--- config.mk ---
export PLATFORM = sky130hd
export DESIGN_NAME = slow_cal_counter
export DESIGN_NICKNAME = d
export VERILOG_FILES = /design/src/rtl/cal_pkg.sv /design/src/rtl/cal_edge_sync.sv /design/src/rtl/cal_regs.sv /design/src/rtl/cal_engine.sv /design/src/rtl/slow_cal_counter.sv
export SDC_FILE = /design/constraint.sdc
export NUM_CORES = 1
export LEC_CHECK = 0
export BUFFER_PORTS_ARGS = -buffer_cell sky130_fd_sc_hd__buf_2
export CAP_MARGIN = 40
export CELL_PAD_IN_SITES_DETAIL_PLACEMENT = 1
export CELL_PAD_IN_SITES_GLOBAL_PLACEMENT = 1
export CORE_ASPECT_RATIO = 1.5
export CORE_MARGIN = 3
export CORE_UTILIZATION = 35
export CTS_BUF_LIST = sky130_fd_sc_hd__clkbuf_4 sky130_fd_sc_hd__clkbuf_8
export DETAILED_ROUTE_END_ITERATION = 7
export HOLD_SLACK_MARGIN = 0.1
export PLACE_DENSITY = 0.76
export SLEW_MARGIN = 40
export SYNTH_ARGS = -nofsm -noshare
export SYNTH_HDL_FRONTEND = slang
export SYNTH_SLANG_ARGS = --single-unit
--- constraint.sdc ---
create_clock -name clk -period 8.5 [get_ports clk]
set_input_delay 1.7 -clock clk [delete_from_list [all_inputs] [get_ports clk]]
set_output_delay 1.7 -clock clk [all_outputs]
set_load 0.02 [all_outputs]
--- src/rtl/cal_pkg.sv ---
`timescale 1ns/100ps
package cal_pkg;
    localparam int BUS_W = 32;
    localparam int CNT_W = 16;
    localparam int NSRC  = 4;
    localparam int ADDR_W = 2;

    typedef enum logic [1:0] {
        SRC_MUX   = 2'd0,
        SRC_RC256 = 2'd1,
        SRC_XTAL  = 2'd2,
        SRC_IRC   = 2'd3
    } src_e;

    typedef enum logic [ADDR_W-1:0] {
        A_CTRL = 2'd0,
        A_THR  = 2'd1,
        A_STAT = 2'd2,
        A_RES  = 2'd3
    } addr_e;

    typedef struct packed {
        logic [CNT_W-1:0] cycles;
        logic [11:0]      pad;
        src_e             sel;
        logic             cyc;
        logic             start;
    } ctrl_t;

    typedef struct packed {
        logic busy;
        logic tmo;
        logic ready;
    } stat_t;

    function automatic logic [31:0] sat_inc(input logic [31:0] v, input logic [31:0] vmax);
        return (v >= vmax) ? vmax : v + 32'd1;
    endfunction
endpackage

--- src/rtl/cal_edge_sync.sv ---
`timescale 1ns/100ps
module cal_edge_sync (
    input  logic clk,
    input  logic rst,
    input  logic async_in,
    output logic pulse
);
    logic s1, s2, s3;

    always_ff @(posedge clk) begin
        if (rst) begin
            s1 <= 1'b0;
            s2 <= 1'b0;
            s3 <= 1'b0;
        end else begin
            s1 <= async_in;
            s2 <= s1;
            s3 <= s2;
        end
    end

    assign pulse = s2 & ~s3;
endmodule

--- src/rtl/cal_regs.sv ---
`timescale 1ns/100ps
module cal_regs
    import cal_pkg::*;
#(
    parameter int REF_W = 25
) (
    input  logic                clk,
    input  logic                rst,
    input  logic                wr,
    input  logic [ADDR_W-1:0]   addr,
    input  logic [BUS_W-1:0]    wdata,
    input  stat_t               stat,
    input  logic [REF_W-1:0]    result,
    output ctrl_t               ctrl,
    output logic [REF_W-1:0]    thresh,
    output logic [BUS_W-1:0]    rdata
);
    ctrl_t ctrl_q;
    logic [REF_W-1:0] thr_q;

    always_ff @(posedge clk) begin
        if (rst) begin
            ctrl_q <= '0;
            thr_q  <= '0;
        end else if (wr) begin
            case (addr_e'(addr))
                A_CTRL: begin
                    ctrl_q     <= ctrl_t'(wdata);
                    ctrl_q.pad <= '0;
                end
                A_THR:   thr_q <= wdata[REF_W-1:0];
                default: ;
            endcase
        end
    end

    always_comb begin
        case (addr_e'(addr))
            A_CTRL:  rdata = BUS_W'(ctrl_q);
            A_THR:   rdata = BUS_W'(thr_q);
            A_STAT:  rdata = BUS_W'(stat);
            default: rdata = BUS_W'(result);
        endcase
    end

    assign ctrl   = ctrl_q;
    assign thresh = thr_q;
endmodule

--- src/rtl/cal_engine.sv ---
`timescale 1ns/100ps
module cal_engine
    import cal_pkg::*;
#(
    parameter int REF_W = 25
) (
    input  logic              clk,
    input  logic              rst,
    input  ctrl_t             ctrl,
    input  logic [REF_W-1:0]  thresh,
    input  logic [NSRC-1:0]   pulses,
    output stat_t             stat,
    output logic [REF_W-1:0]  result
);
    localparam logic [REF_W-1:0] REF_MAX = '1;

    logic             start_d;
    logic             busy, ready, tmo;
    logic [REF_W-1:0] refcnt, res_q, ref_next;
    logic [CNT_W-1:0] slowcnt;
    logic             go, fall, sel_pulse, last_edge, over;

    assign go        = ctrl.start & ~start_d;
    assign fall      = ~ctrl.start & start_d;
    assign sel_pulse = pulses[ctrl.sel];
    assign ref_next  = REF_W'(sat_inc(32'(refcnt), 32'(REF_MAX)));
    assign last_edge = sel_pulse && ((slowcnt + CNT_W'(1)) == ctrl.cycles);
    assign over      = refcnt > thresh;

    always_ff @(posedge clk) begin
        if (rst) begin
            start_d <= 1'b0;
            busy    <= 1'b0;
            ready   <= 1'b0;
            tmo     <= 1'b0;
            refcnt  <= '0;
            slowcnt <= '0;
            res_q   <= '0;
        end else begin
            start_d <= ctrl.start;
            if (fall) begin
                ready <= 1'b0;
                tmo   <= 1'b0;
            end
            if (busy) begin
                if (last_edge) begin
                    res_q   <= ref_next;
                    ready   <= 1'b1;
                    tmo     <= 1'b0;
                    refcnt  <= '0;
                    slowcnt <= '0;
                    busy    <= ctrl.cyc;
                end else if (over) begin
                    tmo     <= 1'b1;
                    ready   <= 1'b0;
                    busy    <= 1'b0;
                    refcnt  <= '0;
                    slowcnt <= '0;
                end else begin
                    refcnt <= ref_next;
                    if (sel_pulse) slowcnt <= slowcnt + CNT_W'(1);
                end
            end else if (go) begin
                tmo <= 1'b0;
                if (ctrl.cycles == '0) begin
                    ready <= 1'b1;
                    res_q <= '0;
                end else begin
                    ready   <= 1'b0;
                    busy    <= 1'b1;
                    refcnt  <= '0;
                    slowcnt <= '0;
                end
            end
        end
    end

    assign stat   = '{busy: busy, tmo: tmo, ready: ready};
    assign result = res_q;


    ready_tmo_excl_chk: assert property (@(posedge clk) disable iff (rst)
        !(ready && tmo));


    tmo_stops_chk: assert property (@(posedge clk) disable iff (rst)
        $rose(tmo) |-> !busy);


    zero_count_chk: assert property (@(posedge clk) disable iff (rst)
        (go && !busy && ctrl.cycles == '0) |=> (ready && res_q == '0 && !busy));


    go_edge_chk: assert property (@(posedge clk) disable iff (rst)
        $rose(busy) |-> $past(go));


    ref_sat_chk: assert property (@(posedge clk) disable iff (rst)
        (busy && refcnt == REF_MAX && !last_edge && !over) |=> (refcnt == REF_MAX));
endmodule

--- src/rtl/slow_cal_counter.sv ---
`timescale 1ns/100ps
module slow_cal_counter
    import cal_pkg::*;
#(
    parameter int REF_W = 25
) (
    input  logic              clk,
    input  logic              rst,
    input  logic              reg_wr,
    input  logic [1:0]        reg_addr,
    input  logic [31:0]       reg_wdata,
    output logic [31:0]       reg_rdata,
    input  logic [3:0]        slow_in
);
    logic [NSRC-1:0]  pulses;
    ctrl_t            ctrl;
    logic [REF_W-1:0] thresh;
    logic [REF_W-1:0] result;
    stat_t            stat;

    for (genvar i = 0; i < NSRC; i++) begin : g_sync
        cal_edge_sync u_sync (
            .clk      (clk),
            .rst      (rst),
            .async_in (slow_in[i]),
            .pulse    (pulses[i])
        );
    end

    cal_regs #(.REF_W(REF_W)) u_regs (
        .clk    (clk),
        .rst    (rst),
        .wr     (reg_wr),
        .addr   (reg_addr),
        .wdata  (reg_wdata),
        .stat   (stat),
        .result (result),
        .ctrl   (ctrl),
        .thresh (thresh),
        .rdata  (reg_rdata)
    );

    cal_engine #(.REF_W(REF_W)) u_engine (
        .clk    (clk),
        .rst    (rst),
        .ctrl   (ctrl),
        .thresh (thresh),
        .pulses (pulses),
        .stat   (stat),
        .result (result)
    );
endmodule

==> results of run 1 <==
## state kept, by name (all words and copies together) (netlist names)
register / cells
u_engine.slowcnt: 16
u_engine.tmo: 1
u_regs.thresh: 25
g_sync.u_sync.s2: 4
u_engine.ready: 1
u_regs.ctrl: 20
g_sync.u_sync.s1: 4
u_engine.busy: 1
u_engine.refcnt: 25
u_engine.start_d: 1
u_engine.result: 25
g_sync.u_sync.s3: 4
## how the worst min path moves through the flow
stage	from	to	slack [ps]	cells after the start
6_report	g_sync[3].u_sync.s1$_SDFF_PP0_	g_sync[3].u_sync.s2$_SDFF_PP0_	450	1
2_1_floorplan	g_sync[0].u_sync.s1$_SDFF_PP0_	g_sync[0].u_sync.s2$_SDFF_PP0_	410	1
3_5_place_dp	g_sync[3].u_sync.s1$_SDFF_PP0_	g_sync[3].u_sync.s2$_SDFF_PP0_	430	1
4_1_cts	g_sync[3].u_sync.s1$_SDFF_PP0_	g_sync[3].u_sync.s2$_SDFF_PP0_	450	1
5_1_grt	g_sync[2].u_sync.s1$_SDFF_PP0_	g_sync[2].u_sync.s2$_SDFF_PP0_	470	1
3_3_place_gp	g_sync[2].u_sync.s1$_SDFF_PP0_	g_sync[2].u_sync.s2$_SDFF_PP0_	420	1
## stage by stage
stage / area (um^2) / power, W / worst slack, ps / instances
final: 7990 / 0.00125 / 3450 / 1200
after global routing: 7990 / 0.00131 / 3350 / 1200
after CTS: 7980 / 0.00126 / 3450 / 1200
after detailed placement: 7590 / 0.000740 / 3450 / 1168
after global placement: 7580 / 0.000738 / 3500 / 1168
after floorplan: 7070 / 0.000697 / 3730 / 885
## critical path: stages
cell,delay [ps]
sky130_fd_sc_hd__buf_2,570
sky130_fd_sc_hd__and2_1,540
sky130_fd_sc_hd__nand2_1,90
sky130_fd_sc_hd__o21ai_0,170
sky130_fd_sc_hd__buf_2,240
## logic make-up after synthesis
logic type | share of synthesized area (%)
xor+xnor | 4.46
mux | 4.81
simple gates | 24.3
flops | 35.9
fa+ha+maj | 4.92
buf+inv | 5.75
compound gates | 19.8
## metal layers
layer	part of all wire, %	track usage (%)	vias up
met3	2.6	3.49	49
met2	54	39.0	110
met1	39	22.7	3242
met5	0	0	-
li1	-	-	3223
met4	3.5	9.60	0
## area by class of cell
class	instances	area, um^2
fill	2416	11800
multi-input combinational	655	4150
sequential	127	2540
timing repair buffer	79	413
tap	260	325
clock buffer	17	234
inverter	47	176
clock inverter	15	149
## where the power goes
part | switching, W | internal (W) | leakage [nW]
clock network | 0.000285 | 0.000239 | 0.185
registers | 0.0000106 | 0.000604 | 1.03
logic | 0.0000728 | 0.0000389 | 1.69
total | 0.000368 | 0.000882 | 2.90
## synthesized netlist by cell type, drive strengths merged, types with 7 or more instances
cell type and number:
nand2 137, dfxtp 127, a21oi 69, o21ai 57, inv 47, clkbuf 41
nand3 37, xnor2 29, nor2b 28, ha 27, mux2i 25, nor2 24
nand2b 16, nand4 16, buf 15, nor4 15, a21o 14, nor3 14
and2 13, and3 13, a211oi 12, o32ai 11, or2 11, o31ai 9
o2bb2ai 8, xor2 7
==> impl_metrics.py, run 1 <==
metrics = {
    "outcome": {
        "status": "finished, final reports clean",
    },
    "timing": {
        "achievable-frequency_ghz": 0.198,
        "hold_slack_ps": 449,
        "min_period_over_period_pct": 59.4,
        "final.setup.tns_ps": 0,
        "setup_violations": 0,
        "timing.final.max_slew_violations": 0,
        "finalHoldViolCount": 0,
        "slew_margin_rel_pct": 49.0,
        "finalCriticalPeriod_ps": 5050,
        "fin_worst_skew_ps": 16.7,
        "rsz0062_at_grt": "no",
        "tightestPinTransition_ps": 765,
    },
    "die": {
        "fp.dieH_um": 180,
        "start_util_pct": 35.8,
        "design.die.area_mm2": 0.0220,
        "rows": 63,
        "core_area_mm2": 0.0198,
        "die_width_um": 122,
        "num_io_pins": 73,
    },
    "clock_tree": {
        "cts_tree": "done",
        "cts-root-to-sink-buffers": 2,
        "ctsRootBufferMaster": "sky130_fd_sc_hd__clkbuf_8",
        "numClockSinks": 127,
        "cts-buffers-inserted": 17,
        "h_tree_depth_reported_by_cts": 4,
        "ctsHoldBuffers": 0,
        "postCtsResizedCells": 0,
        "clkTransAtPathRegs_ps": 80,
        "insertion_delay_ps": 460,
        "post_cts_buffers": 0,
    },
    "worst_setup_path": {
        "timing.critical_path.to": "reg_rdata[24]",
        "crit_path_max_fanout": 29,
        "cp-startpoint": "reg_addr[1]",
        "r2r_setup_slack_ps": 4700,
        "worst_setup_path_start_kind": "primary input",
        "setup.worst_path.class": "primary input to primary output",
        "endpoint_kind": "primary output",
        "worst-endpoint-required_ps": 6800,
        "cp_data_arrival_time_ps": 3350,
        "timing.reg2reg.worst_path_depth": 10,
        "crit-reg2reg-capture": "u_engine.slowcnt[15]$_SDFFE_PP0P_",
        "critical_path.reg2reg.startpoint": "u_engine.slowcnt[0]$_SDFFE_PP0P_",
    },
    "finish": {
        "mostFrequentLayoutCell": "sky130_fd_sc_hd__nand2_1",
        "fin_nets": 995,
        "layout_common_cells": "sky130_fd_sc_hd__nand2_1 (136), sky130_fd_sc_hd__dfxtp_1 (127), sky130_fd_sc_hd__buf_2 (72)",
        "area.growth.synth_to_final_pct": 12.9,
        "drive_above_1_share_pct": 14.1,
        "ant_diodes": 0,
        "fin_util_pct": 40.4,
    },
    "synth": {
        "syn-num-nets": 953,
        "ys_types": 64,
        "synth_top_cell_by_area": "sky130_fd_sc_hd__dfxtp_1",
        "synth.top_cells.by_area": "sky130_fd_sc_hd__dfxtp_1 (36%), sky130_fd_sc_hd__nand2_1 (7.3%), sky130_fd_sc_hd__a21oi_1 (4.9%)",
        "syn-cell-area_mm2": 0.00707,
        "async_flop_share_pct": 0,
        "syn-instance-count": 885,
        "synth_warnings": 0,
        "synth_edf_count": 0,
        "yosysTopAreaCellShare_pct": 35.9,
        "synth.ff_latch_count": 127,
        "synth_ff_type": "sky130_fd_sc_hd__dfxtp_1",
        "ys_seq_area_share_pct": 35.9,
        "syn-mean-instance-area_um2": 7.99,
    },
    "grt": {
        "grt_util_all_layers_pct": 21.0,
        "grt_pass1_wl_mm": 36.4,
        "grt_remaining_overflow": 0,
        "antenna_violations_before_repair": 0,
        "vias_in_the_first_global_route": 6986,
        "grt_max_degree": 68,
    },
    "route": {
        "drt-pass1-iter-count": 5,
        "postRouteAntennaNets": 0,
        "avgViaCountPerCell": 5.52,
        "routed_wirelength_mm": 22.3,
        "drc": 0,
        "drt_first_iter_violations": 355,
        "total_vias_in_the_final_route": 6624,
        "wl_per_cell_um": 18.6,
    },
    "placement": {
        "hpwl_mm": 15.9,
        "portBuffers": 72,
        "gp_routability_congestion": 0.873,
    },
    "min_path": {
        "min_path_type": "flop to flop",
    },
    "power": {
        "ir_worst_vdd_mv": 0.0754,
        "powerDensity_mw_per_mm2": 156,
        "power.leakage_nw": 2.90,
    },
    "run": {
        "cap_violations": 0,
    },
}
(Power assumes the default switching activity.)
==> run 2: changes to the inputs <==
==> constraint.sdc (replaced) <==
create_clock -name clk -period 5.3 [get_ports clk]
set_input_delay 1.06 -clock clk [delete_from_list [all_inputs] [get_ports clk]]
set_output_delay 1.06 -clock clk [all_outputs]
set_load 0.02 [all_outputs]
==> run 2 against run 1 <==
Effect of this change:
- critical path depth is 4 higher
- clock power is 72% higher
- sequential power is 60% higher
- hold slack better by 9.4 ps
- register-to-register slack worse by 3000 ps
- first-iteration DRC count is 7.6% lower
- final area is 0.52% higher
- final cell count is 0.33% higher
==> impl_metrics.py, run 2 (synthesized netlist as in run 1, its figures left out) <==
metrics = {
    "placement": {
        "hpwl_mm": 16.1,
        "gp_routability_congestion": 0.902,
        "dpl_worst_slack_ps": 1730,
        "placed_instance_area_mm2": 0.00762,
        "portBuffers": 72,
    },
    "clock_tree": {
        "cts_tree": "done",
        "insertion_delay_ps": 470,
        "ctsRootBufferMaster": "sky130_fd_sc_hd__clkbuf_8",
        "postCtsResizedCells": 0,
        "post_cts_buffers": 0,
        "ctsHoldBuffers": 0,
        "cts-buffers-inserted": 17,
        "cts-root-to-sink-buffers": 2,
        "numClockSinks": 127,
        "h_tree_depth_reported_by_cts": 4,
        "clkTransAtPathRegs_ps": 90,
    },
    "worst_setup_path": {
        "cp_num_buf_inv": 0,
        "endpoint_kind": "flop",
        "critical_path.top_delay_family": "simple AND/OR/NAND/NOR gates",
        "crit_path_max_fanout": 16,
        "worst-endpoint-required_ps": 5680,
        "crit_top_cell": "sky130_fd_sc_hd__or4_4",
        "largest_stage_delay_worst_path_ps": 620,
        "setup.worst_path.class": "flop to flop",
        "path_cells": "ha_1 -> nand3_1 -> or4_4 -> xnor2_1 -> o2111ai_1 -> or4_4 -> nor2_2 -> nor2_1 -> nor4_1",
        "worst_setup_path_start_kind": "flop",
        "cp_data_arrival_time_ps": 3980,
        "critPathSlowestCell": "sky130_fd_sc_hd__nor2_2",
    },
    "power": {
        "power_switching_share_pct": 29.0,
        "powerDensity_mw_per_mm2": 257,
        "final_total_power_w": 0.00206,
        "sequential_cell_fraction_of_total_power_pct": 47.8,
        "power.share.clock_pct": 43.6,
        "net-switching-power_w": 0.000599,
        "cell_internal_pwr_w": 0.00147,
        "ir_worst_vdd_mv": 0.134,
        "power.leakage_nw": 2.93,
        "combinationalPowerShare_pct": 8.7,
    },
    "finish": {
        "mostFrequentLayoutCell": "sky130_fd_sc_hd__nand2_1",
        "drive_above_1_share_pct": 14.2,
        "layout_common_cells": "sky130_fd_sc_hd__nand2_1 (136), sky130_fd_sc_hd__dfxtp_1 (127), sky130_fd_sc_hd__buf_2 (72)",
        "fin_nets": 999,
        "final_design_area_no_fill_mm2": 0.00803,
        "area.growth.synth_to_final_pct": 13.5,
        "ant_diodes": 0,
    },
    "timing": {
        "timing.final.max_slew_violations": 0,
        "final.setup.tns_ps": 0,
        "tightestPinTransition_ps": 822,
        "slew_margin_rel_pct": 45.0,
        "layout_setup_ws_ps": 1690,
        "fin_worst_skew_ps": 14.4,
        "hold_slack_ps": 459,
        "setup_violations": 0,
        "rsz0062_at_grt": "no",
        "min_period_over_period_pct": 68.0,
        "finalCriticalPeriod_ps": 3610,
        "finalHoldViolCount": 0,
        "achievable-frequency_ghz": 0.277,
    },
    "route": {
        "avgViaCountPerCell": 5.48,
        "postRouteAntennaNets": 0,
        "routed_wirelength_mm": 22.2,
        "drt-pass1-iter-count": 4,
        "drt_first_iter_violations": 328,
        "wl_per_cell_um": 18.4,
        "drc": 0,
        "total_vias_in_the_final_route": 6595,
    },
    "die": {
        "core_area_mm2": 0.0198,
        "rows": 63,
        "design.die.area_mm2": 0.0220,
        "die_width_um": 122,
        "start_util_pct": 35.8,
        "num_io_pins": 73,
        "fp.dieH_um": 180,
    },
    "min_path": {
        "min_path_type": "flop to flop",
    },
    "grt": {
        "vias_in_the_first_global_route": 6931,
        "grt_pass1_wl_mm": 36.1,
        "grt_remaining_overflow": 0,
        "grt_util_all_layers_pct": 20.6,
        "antenna_violations_before_repair": 0,
        "grt_max_degree": 90,
    },
    "run": {
        "cap_violations": 0,
    },
    "outcome": {
        "status": "finished, final reports clean",
    },
}
run 2: worst paths after layout:
kind                                     to  cells after the start  slack, ps                             start
max                u_engine.busy$_SDFF_PP0_                      9       1690  u_engine.slowcnt[0]$_SDFFE_PP0P_
min          g_sync[0].u_sync.s2$_SDFF_PP0_                      1        460    g_sync[0].u_sync.s1$_SDFF_PP0_
max reg2reg        u_engine.busy$_SDFF_PP0_                      9       1690  u_engine.slowcnt[0]$_SDFFE_PP0P_
min reg2reg  g_sync[0].u_sync.s2$_SDFF_PP0_                      1        460    g_sync[0].u_sync.s1$_SDFF_PP0_
run 2: cell type report:
type / count / area, um^2
tap: 260 / 325
multi-input combinational: 655 / 4140
inverter: 47 / 176
clock buffer: 17 / 234
clock inverter: 15 / 171
fill: 2391 / 11800
timing repair buffer: 83 / 447
sequential: 127 / 2540
run 2: power groups by stage:
stage / sequential [W] / combinational, W / clock, W
after global routing: 0.000988 / 0.000197 / 0.000959
after global placement: 0.00101 / 0.000177 / 0
after detailed placement: 0.00101 / 0.000180 / 0
final: 0.000986 / 0.000179 / 0.000900
after floorplan: 0.00100 / 0.000116 / 0
after CTS: 0.000986 / 0.000181 / 0.000918
run 2: stage by stage:
step / instances / util (%)
after floorplan: 885 / -
after global placement: 1172 / 38.5
after detailed placement: 1172 / 38.5
after CTS: 1204 / 40.6
after global routing: 1204 / 40.6
final: 1204 / 40.6
run 2: layer usage:
layer | wire length [um] | part of all wire (%) | GRT usage (%) | vias up
li1 | - | - | - | 3221
met1 | 8940 | 40 | 22.9 | 3209
met2 | 11900 | 53 | 37.9 | 121
met3 | 607 | 2.7 | 3.20 | 44
met4 | 787 | 3.5 | 9.37 | 0
met5 | 0 | 0 | 0 | -
